<file path="src/rtl/f2d_pkg.sv">
package f2d_pkg;
   localparam int SP_W      = 32;
   localparam int SP_EXP_W  = 8;
   localparam int SP_MAN_W  = 23;
   localparam int DP_W      = 64;
   localparam int DP_EXP_W  = 11;
   localparam int DP_MAN_W  = 52;
   localparam int MAN_PAD   = DP_MAN_W - SP_MAN_W;
   localparam int BIAS_DIFF = 1023 - 127;
   localparam int DEN_BASE  = BIAS_DIFF - 126 - SP_MAN_W + 127;

   typedef enum logic [2:0] {
      FC_ZERO, FC_DENORM, FC_NORMAL, FC_INF, FC_QNAN, FC_SNAN
   } fcls_e;

   typedef struct packed {
      logic            sign;
      logic [SP_EXP_W-1:0] exp;
      logic [SP_MAN_W-1:0] man;
   } sp_t;

   typedef struct packed {
      logic            sign;
      logic [DP_EXP_W-1:0] exp;
      logic [DP_MAN_W-1:0] man;
   } dp_t;
endpackage

</file>
<file path="src/rtl/f2d_classify.sv">
module f2d_classify
   import f2d_pkg::*;
(
   input  sp_t   op_i,
   output fcls_e cls_o
);
   logic exp_max, exp_min, man_nz;
   assign exp_max = &op_i.exp;
   assign exp_min = ~|op_i.exp;
   assign man_nz  = |op_i.man;

   always_comb begin
      if (exp_min)      cls_o = man_nz ? FC_DENORM : FC_ZERO;
      else if (!exp_max) cls_o = FC_NORMAL;
      else if (!man_nz)  cls_o = FC_INF;
      else if (op_i.man[SP_MAN_W-1]) cls_o = FC_QNAN;
      else               cls_o = FC_SNAN;
   end

   always_comb begin
      if (cls_o == FC_SNAN)
         assert_snan_shape_R6: assert (exp_max && !op_i.man[SP_MAN_W-1]);
   end
endmodule

</file>
<file path="src/rtl/f2d_widen.sv">
module f2d_widen
   import f2d_pkg::*;
(
   input  sp_t   op_i,
   input  fcls_e cls_i,
   input  logic  daz_i,
   output dp_t   res_o,
   output logic  inv_o,
   output logic  den_o
);
   localparam int POS_W = $clog2(SP_MAN_W);
   localparam int SH_W  = $clog2(DP_MAN_W + 1);

   logic [POS_W-1:0]    lead_pos;
   logic [DP_MAN_W-1:0] norm_man;
   logic [DP_EXP_W-1:0] norm_exp;

   always_comb begin
      lead_pos = '0;
      for (int i = 0; i < SP_MAN_W; i++)
         if (op_i.man[i]) lead_pos = POS_W'(i);
   end

   assign norm_man = DP_MAN_W'({{MAN_PAD{1'b0}}, op_i.man} << (SH_W'(DP_MAN_W) - SH_W'(lead_pos)));
   assign norm_exp = DP_EXP_W'(lead_pos) + DP_EXP_W'(DEN_BASE);

   always_comb begin
      res_o.sign = op_i.sign;
      res_o.exp  = '0;
      res_o.man  = '0;
      inv_o      = 1'b0;
      den_o      = 1'b0;
      unique case (cls_i)
         FC_ZERO: ;
         FC_DENORM: begin
            den_o = 1'b1;
            if (!daz_i) begin
               res_o.exp = norm_exp;
               res_o.man = norm_man;
            end
         end
         FC_NORMAL: begin
            res_o.exp = DP_EXP_W'(op_i.exp) + DP_EXP_W'(BIAS_DIFF);
            res_o.man = {op_i.man, {MAN_PAD{1'b0}}};
         end
         FC_INF: res_o.exp = '1;
         FC_QNAN: begin
            res_o.exp = '1;
            res_o.man = {op_i.man, {MAN_PAD{1'b0}}};
         end
         FC_SNAN: begin
            inv_o     = 1'b1;
            res_o.exp = '1;
            res_o.man = {1'b1, op_i.man[SP_MAN_W-2:0], {MAN_PAD{1'b0}}};
         end
         default: ;
      endcase
   end

   always_comb begin
      if (cls_i == FC_DENORM && !daz_i)
         assert_norm_hidden_R7: assert (op_i.man[lead_pos] && (op_i.man >> lead_pos) == 1);
   end
endmodule

</file>
<file path="src/rtl/f2d_merge.sv">
module f2d_merge #(
   parameter int VEC_W  = 128,
   parameter int LANE_W = 64
) (
   input  logic [LANE_W-1:0] lane_i,
   input  logic [VEC_W-1:0]  dst_i,
   output logic [VEC_W-1:0]  vec_o
);
   localparam int HI_W = VEC_W - LANE_W;

   if (LANE_W > VEC_W) begin : g_bad
      $error("f2d_merge: lane wider than vector");
   end

   assign vec_o[LANE_W-1:0] = lane_i;

   if (HI_W > 0) begin : g_hi
      assign vec_o[VEC_W-1:LANE_W] = dst_i[VEC_W-1:LANE_W];
      logic unused_dst_lo;
      assign unused_dst_lo = ^dst_i[LANE_W-1:0];
   end else begin : g_nohi
      logic unused_dst;
      assign unused_dst = ^dst_i;
   end
endmodule

</file>
<file path="src/rtl/f2d_widen_top.sv">
module f2d_widen_top
   import f2d_pkg::*;
#(
   parameter int VEC_W   = 128,
   parameter bit OUT_REG = 1'b1
) (
   input  logic             clk_i,
   input  logic             rst_ni,
   input  logic             valid_i,
   input  logic [VEC_W-1:0] src_i,
   input  logic [VEC_W-1:0] dst_i,
   input  logic             daz_i,
   output logic [VEC_W-1:0] res_o,
   output logic             res_valid_o,
   output logic             inv_o,
   output logic             den_o
);
   if (VEC_W < DP_W || (VEC_W % SP_W) != 0) begin : g_chk
      $error("f2d_widen_top: VEC_W must be a multiple of 32 and at least 64");
   end

   sp_t        sp;
   fcls_e      cls;
   dp_t        dp;
   logic       inv_c, den_c;
   logic [VEC_W-1:0] vec_c;
   logic       unused_src_hi;

   assign sp            = src_i[SP_W-1:0];
   assign unused_src_hi = ^src_i[VEC_W-1:SP_W];

   f2d_classify u_cls (.op_i(sp), .cls_o(cls));

   f2d_widen u_wid (
      .op_i(sp), .cls_i(cls), .daz_i(daz_i),
      .res_o(dp), .inv_o(inv_c), .den_o(den_c)
   );

   f2d_merge #(.VEC_W(VEC_W), .LANE_W(DP_W)) u_mrg (
      .lane_i(dp), .dst_i(dst_i), .vec_o(vec_c)
   );

   if (OUT_REG) begin : g_reg
      always_ff @(posedge clk_i or negedge rst_ni) begin
         if (!rst_ni) begin
            res_o       <= '0;
            res_valid_o <= 1'b0;
            inv_o       <= 1'b0;
            den_o       <= 1'b0;
         end else begin
            res_valid_o <= valid_i;
            if (valid_i) begin
               res_o <= vec_c;
               inv_o <= inv_c;
               den_o <= den_c;
            end
         end
      end

      assert_upper_keep_R1: assert property (@(posedge clk_i) disable iff (!rst_ni)
         res_valid_o |-> res_o[VEC_W-1:DP_W] == $past(dst_i[VEC_W-1:DP_W]));
      assert_valid_follow_R10: assert property (@(posedge clk_i) disable iff (!rst_ni)
         valid_i |=> res_valid_o);
      assert_idle_hold_R10: assert property (@(posedge clk_i) disable iff (!rst_ni)
         !valid_i |=> !res_valid_o && $stable(res_o) && $stable(inv_o));
      assert_flag_excl_R9: assert property (@(posedge clk_i) disable iff (!rst_ni)
         !(inv_o && den_o));
      assert_inv_quiet_R6: assert property (@(posedge clk_i) disable iff (!rst_ni)
         res_valid_o && inv_o |-> res_o[62:51] == 12'hFFF);
      assert_daz_zero_R8: assert property (@(posedge clk_i) disable iff (!rst_ni)
         res_valid_o && den_o && $past(daz_i) |-> res_o[62:0] == 63'd0);
   end else begin : g_comb
      logic unused_ctl;
      assign unused_ctl  = clk_i ^ rst_ni;
      assign res_o       = vec_c;
      assign res_valid_o = valid_i;
      assign inv_o       = inv_c;
      assign den_o       = den_c;
   end
endmodule

</file>
<file path="config.mk">
export PLATFORM = sky130hd
export DESIGN_NAME = f2d_widen_top
export DESIGN_NICKNAME = d
export VERILOG_FILES = /design/src/rtl/f2d_pkg.sv /design/src/rtl/f2d_classify.sv /design/src/rtl/f2d_widen.sv /design/src/rtl/f2d_merge.sv /design/src/rtl/f2d_widen_top.sv
export SDC_FILE = /design/constraint.sdc
export NUM_CORES = 1
export LEC_CHECK = 0
export BUFFER_PORTS_ARGS = -buffer_cell sky130_fd_sc_hd__buf_2
export CAP_MARGIN = 40
export CORE_AREA = 2 2 152 154
export CTS_CLUSTER_DIAMETER = 200
export DETAILED_ROUTE_END_ITERATION = 7
export DIE_AREA = 0 0 154 156
export PLACE_DENSITY_LB_ADDON = 0.2
export SLEW_MARGIN = 20
export SYNTH_ARGS = -nofsm -noshare
export SYNTH_HDL_FRONTEND = slang
export SYNTH_SLANG_ARGS = --single-unit
</file>
<file path="constraint.sdc">
create_clock -name clk_i -period 1.3 [get_ports clk_i]
set_clock_uncertainty 0.1 [all_clocks]
set_input_delay 0.26 -clock clk_i [delete_from_list [all_inputs] [get_ports clk_i]]
set_output_delay 0.26 -clock clk_i [all_outputs]
set_load 0.01 [all_outputs]
</file>
Word level (Yosys, flattened, before mapping)
Index checks and enable logic that the tools add are counted.
{"block": "word_totals", "regBits": 131, "in_bits": 260, "output_inout_bits": 131, "elab_cells": 50}
{"block": "op_classes", "n_addsub": 3, "eq_ne": 5, "shift": 1, "n_mux": 32, "n_reduce_logical": 5}
{"operator": "52-bit case mux with 3 select lines", "n": 1}
{"operator": "63-bit two-way mux", "n": 1}
{"operator": "23-bit by 6-bit << shifter with 52-bit output", "n": 1}
{"operator": "5-bit two-way mux", "n": 7}
{"operator": "11-bit case mux with 3 select lines", "n": 1}
{"operator": "4-bit two-way mux", "n": 8}
{"operator": "23-bit OR reduction", "n": 1}
{"operator": "3-bit two-way mux", "n": 7}
{"operator": "5-bit by 10-bit adder with 11-bit output, second input constant", "n": 1}
{"operator": "8-bit by 10-bit adder with 11-bit output, second input constant", "n": 1}
{"operator": "8-bit AND reduction", "n": 1}
{"operator": "8-bit OR reduction", "n": 1}
{"operator": "3-bit by 2-bit == test with 1-bit output, second input constant", "n": 2}
{"operator": "3-bit == test, second input constant", "n": 2}
{"operator": "6-bit by 5-bit subtractor with 6-bit output, first input constant", "n": 1}
{"operator": "1-bit two-way mux", "n": 5}
{"operator": "2-bit two-way mux", "n": 2}
{"operator": "3-bit by 1-bit == test with 1-bit output, second input constant", "n": 1}
{"operator": "3-bit OR reduction", "n": 1}
{"operator": "2-bit OR reduction", "n": 1}

Depth between registers and ports, before layout
{"block": "logic_depth", "depth_word": 26, "ltp_mapped": 20, "ltp_nobuf": 17}

By module
From an unflattened synthesis, not the netlist that was laid out.
{"block": "hier_totals", "cells_unflattened": 865, "area_unflattened_um2": 8808.4}
{"mod": "f2d_widen_top", "n_inst": 1, "cells_per_inst": 275, "area_per_inst_um2": 4877.2, "seq_area_each_um2": 3278.1}
{"mod": "f2d_widen", "n_inst": 1, "cells_per_inst": 445, "area_per_inst_um2": 2836.5, "seq_area_each_um2": 0.0}
{"mod": "f2d_merge", "n_inst": 1, "cells_per_inst": 128, "area_per_inst_um2": 960.9, "seq_area_each_um2": 0.0}
{"mod": "f2d_classify", "n_inst": 1, "cells_per_inst": 17, "area_per_inst_um2": 133.9, "seq_area_each_um2": 0.0}

Worst setup path after synthesis
OpenSTA, ideal clock, no wires.
{"block": "synth_timing", "kind": "input port to flip-flop", "start": "input port src_i[14]", "end": "register res_o[25]", "setup_time_ns": 0.122, "t_arrival_ns": 3.709, "required_time_ns": 1.078, "setup_slack_ns": -2.631, "path_stages": 18, "n_path_buf": 3, "cell_sequence": "buf_2 -> or3b_1 -> and4_1 -> nor3_2 -> a31o_2 -> inv_1 -> buf_2 -> ha_1 -> nor4_1 -> o211ai_1 -> o211ai_2 -> buf_6 -> mux2i_1 -> mux2i_1 -> mux2i_1 -> mux2i_1 -> or2_2 -> a32o_1"}
{"block": "synth_between", "elab_chain_len": 13, "elab_cells_between_ends": 23, "classes_between": "add/sub (1); eq/ne (4); shift (1); mux (15); reduce/logical (2)"}
{"item": "from (decl)", "line": "f2d_widen_top.sv:10", "rtl": "input logic [VEC_W-1:0] src_i,"}
{"item": "4-bit two-way mux (2 in series)", "line": "f2d_widen.sv:21", "rtl": "if (op_i.man[i]) lead_pos = POS_W'(i);"}
{"item": "5-bit two-way mux (7 in series)", "line": "f2d_widen.sv:21"}
{"item": "6-bit by 5-bit subtractor with 6-bit output", "line": "f2d_widen.sv:24", "rtl": "assign norm_man = DP_MAN_W'({{MAN_PAD{1'b0}}, op_i.man} << (SH_W'(DP_MAN_W) - SH_W'(lead_pos)));"}
{"item": "23-bit by 6-bit << shifter with 52-bit output", "line": "f2d_widen.sv:24"}
{"item": "63-bit two-way mux", "line": "f2d_widen.sv:37", "rtl": "if (!daz_i) begin"}
{"item": "52-bit case mux with 3 select lines (*)", "line": "f2d_widen.sv:33", "rtl": "unique case (cls_i)"}
{"item": "to (signal assigned)", "line": "f2d_widen_top.sv:53", "rtl": "res_o <= vec_c;"}
{"item": "to (decl)", "line": "f2d_widen_top.sv:13", "rtl": "output logic [VEC_W-1:0] res_o,"}
Mark *: on every way between the ends. The rest lies on a longest branch, timed or not.
A chain may end at the register's enable or synchronous reset.

Worst setup path in the final report
{"block": "layout_timing", "start": "input port src_i[7]", "end": "register res_o[43]"}
{"block": "layout_between", "elab_chain_len": 20, "elab_cells_between_ends": 30, "classes_between": "add/sub (1); eq/ne (4); shift (1); mux (22); reduce/logical (2)"}
{"item": "3-bit two-way mux", "line": "f2d_widen.sv:21"}
{"item": "4-bit two-way mux (8 in series)", "line": "f2d_widen.sv:21"}
{"item": "5-bit two-way mux (7 in series)", "line": "f2d_widen.sv:21"}
{"item": "6-bit by 5-bit subtractor with 6-bit output", "line": "f2d_widen.sv:24"}
{"item": "23-bit by 6-bit << shifter with 52-bit output", "line": "f2d_widen.sv:24"}
{"item": "63-bit two-way mux", "line": "f2d_widen.sv:37"}
{"item": "52-bit case mux with 3 select lines (*)", "line": "f2d_widen.sv:33"}
Marks and branches as above.

==> metrics.md <==
| Metric | Value |
|---|---|
| Status | finished with violations |
| Failing checks | negative setup slack |
| CTS sink count | 130 |
| Routed WL | 28,500 um |
| Critical path required time | 1500 ps |
| CTS tree | built |
| Syn_nets | 921 |
| Synth cell count leaders | dfrtp_1 (130), mux2_2 (72), nand2_1 (58), mux2i_1 (40), nor2_1 (36) |
| DP Cell Count | 1,305 |
| Final period utilization | 2.65 |
| Number of diodes | 0 |
| Synthesis Warnings | 0 |
| Core box area | 0.0224 mm2 |
| Row cnt | 55 |
| Largest cells by area after synthesis | dfrtp_1 (47%), mux2_2 (12%), mux2i_1 (5.7%), nand2_1 (3.1%), o2bb2ai_1 (2.8%) |
| Clock Root Buffer | clkbuf_16 |
| Power density over the cells | 1080 mW/mm2 |
| First DRT Iteration DRCs | 589 |
| Clock latency on the worst-skew pair | 410 ps |
| WL/cell | 19.3 um |
| Worst-path clk slew | 60 ps |
| Initial Util | 0.312 |
| Largest net degree at the start of global routing | 65 |
| DP HPWL | 20,100 um |
| Pre-antenna DRT Iters | 5 |
| GRT Overall Usage | 0.233 |
| Register area | 0.00325 mm2 |
| Highest Clock Rate | 290 MHz |
| Pleak | 6.00 nW |
| Synth cell types | 64 |
| Slew Limit Fails | 0 |
| Final min period | 3450 ps |
| Area delta synth->final | 82.7% |
| Max-Slew Margin vs Limit | 0.616 |
| Worst path arrival time | 3640 ps |
| Power, Total | 13.8 mW |
| Routed Antenna Nets | 0 |
| Nets | 1,447 |
| WS Path Type | input port to flop |
| Cell with the most instances after synthesis | dfrtp_1 |
| Congestion Overflow GR | 0 |
| CP max FO | 6 |
| RSZ-0062 raised after global routing | true |
| Worst hold-check path type | input port to flop |
| Final Hold Viols | 0 |
| I/O Pins | 391 |
| Worst slew pin tran | 575 ps |
| Post-synthesis async set-or-reset flop share | 1.00 |
| Syn_area_per_cell | 10.6 um2 |
| CTS buffer count | 17 |
| Register area share after synthesis | 0.466 |
| Yosys top cell area share | 0.466 |
| Vias/cell | 5.10 |
| MaxCap Viol Count | 0 |
| Initial antenna violation count | 1 |
| CTS max path bufs | 2 |
| Flops & latches, synth | 130 |
| Chip Height | 156 um |
| Synthesized cell area | 0.00698 mm2 |
| VDD IR max | 803 uV |
| Synthesized instance count | 658 |
| Number of global-route vias before repair | 7,722 |
| Setup violators final | 95 |
| Number of flops mapped to enable cells by yosys | 0 |
| Largest area contributor in the netlist | dfrtp_1 |
| Routability cong. | 0.914 |
| Final worst-path setup slack | -2150 ps |
| DRC Markers | 0 |
| Number of H-tree levels | 4 |
| Share of layout cells above drive strength 1 | 0.597 |
| Fin cells | 1,482 |
| Die area | 0.0240 mm2 |
| Critical path startpoint category | input port |
| Global-route wire length before repair | 43,700 um |
| DR vias | 7,554 |
| CP endpoint kind | flop |
| Filler cells | 1,906 |
| Horiz. Die Dim | 154 um |
| Area of the multi-input gates | 0.00415 mm2 |
| Most used flip-flop cell after synthesis | dfrtp_1 |
| I/O Buffers | 230 |
==> cells by family after synthesis <==
group / after synthesis / synth area share
compound gates: 173 / 0.185
simple gates: 170 / 0.117
flops: 130 / 0.466
mux: 114 / 0.180
buf+inv: 67 / 0.0450
fa+ha+maj: 3 / 0.00538
xor+xnor: 1 / 0.00126
==> cell type report <==
| class | count | area share |
|---|---|---|
| clock buffer | 18 | 0.0344 |
| clock inverter | 14 | 0.0121 |
| inverter | 15 | 0.00461 |
| multi-input combinational | 462 | 0.326 |
| sequential | 130 | 0.255 |
| tap | 285 | 0.0280 |
| timing repair buffer | 558 | 0.340 |
==> what timing repair did <==
item / CTS / global route
buffers inserted: 45 / 44
endpoints found under the setup margin: 177 / 185
hold buffers: 66 / 0
endpoints found under the hold margin: 195 / 0
cloned: 1 / 1
gates resized for setup: 135 / 84
pin swaps: 38 / 46
==> routing by layer <==
layer,GRT usage,up-vias,share of wire
met4,0.0966,2,0.031
met3,0.0433,62,0.056
met1,0.308,3671,0.43
met2,0.377,296,0.48
li1,-,3523,-
met5,0,-,0.00046
==> placed cells by master (no fill, tap or decap), types with 6 or more instances in the layout <==
| cell type | synthesis | routed |
|---|---|---|
| a21oi_1 | 28 | 22 |
| a222oi_1 | 7 | 7 |
| a22o_1 | 10 | 10 |
| a22oi_1 | 10 | 8 |
| buf_12 | 1 | 10 |
| buf_2 | 9 | 185 |
| buf_4 | 5 | 220 |
| buf_6 | 2 | 72 |
| clkbuf_16 | 0 | 18 |
| dfrtp_1 | 130 | 130 |
| dlygate4sd3_1 | 0 | 66 |
| inv_1 | 15 | 10 |
| mux2_2 | 72 | 67 |
| mux2i_1 | 40 | 26 |
| mux2i_2 | 0 | 6 |
| mux2i_4 | 0 | 8 |
| nand2_1 | 58 | 46 |
| nand2_2 | 1 | 10 |
| nor2_1 | 36 | 28 |
| nor2_4 | 0 | 6 |
| nor2b_1 | 15 | 14 |
| nor3_1 | 15 | 8 |
| nor3_2 | 1 | 6 |
| o21a_1 | 10 | 7 |
| o21ai_0 | 16 | 7 |
| o21ai_2 | 0 | 6 |
| o2bb2ai_1 | 22 | 12 |
| o2bb2ai_2 | 0 | 10 |
==> state kept, by name, indices dropped and copies added, names as in the netlist <==
| signal | flops |
|---|---|
| inv_o | 1 |
| res_valid_o | 1 |
| res_o | 127 |
| den_o | 1 |
==> worst max-delay path: stages <==
cell and delay [ps]:
buf_2 110, nor2_1 130, a211oi_2 90, nor3_2 230
o31ai_1 100, a211oi_1 230, o31a_1 220, ha_4 180
nor4_4 40, buf_4 150, a21oi_4 180, o211ai_4 170
buf_6 170, buf_6 100, buf_6 120, clkbuf_16 140
a221oi_2 160, a21o_1 180, nor3_2 50, a311oi_1 300
buf_4 210, o221ai_2 90
==> power by group <==
part	total, mW	leakage [nW]	switching (mW)	internal, mW
Sequential	4.53	1.61	0.178	4.35
Combinational	4.45	4.11	2.10	2.36
Clock	4.83	0.284	1.93	2.90
==> per-stage QoR <==
| stage | setup WS (ps) | instance area (um2) | TNS [ps] | util | hold slack (ps) |
|---|---|---|---|---|---|
| floorplan | -2300 | 7280 | -96670 | - | -136 |
| global placement | -2520 | 9890 | -126070 | 0.442 | 23.5 |
| detailed placement | -2610 | 9890 | -128930 | 0.442 | 23.4 |
| CTS | -2010 | 12100 | -92210 | 0.539 | 87.3 |
| global route | -2310 | 12700 | -107750 | 0.570 | 79.0 |
| finish | -2150 | 12700 | -95790 | 0.570 | 84.1 |
==> path summary, 6_finish.rpt <==
kind,startpoint,end,slack [ps],cells past startpoint
max,src_i[7],res_o[43],-2150,22
min,src_i[2],res_o[31],80,4
max reg2reg,res_o[48],res_o[48],-70,5
min reg2reg,res_o[23],res_o[23],400,1
max in group asynchronous,rst_ni,res_o[45],470,3
min in group asynchronous,rst_ni,res_o[43],150,2
Power figures use the tool's default switching activity.
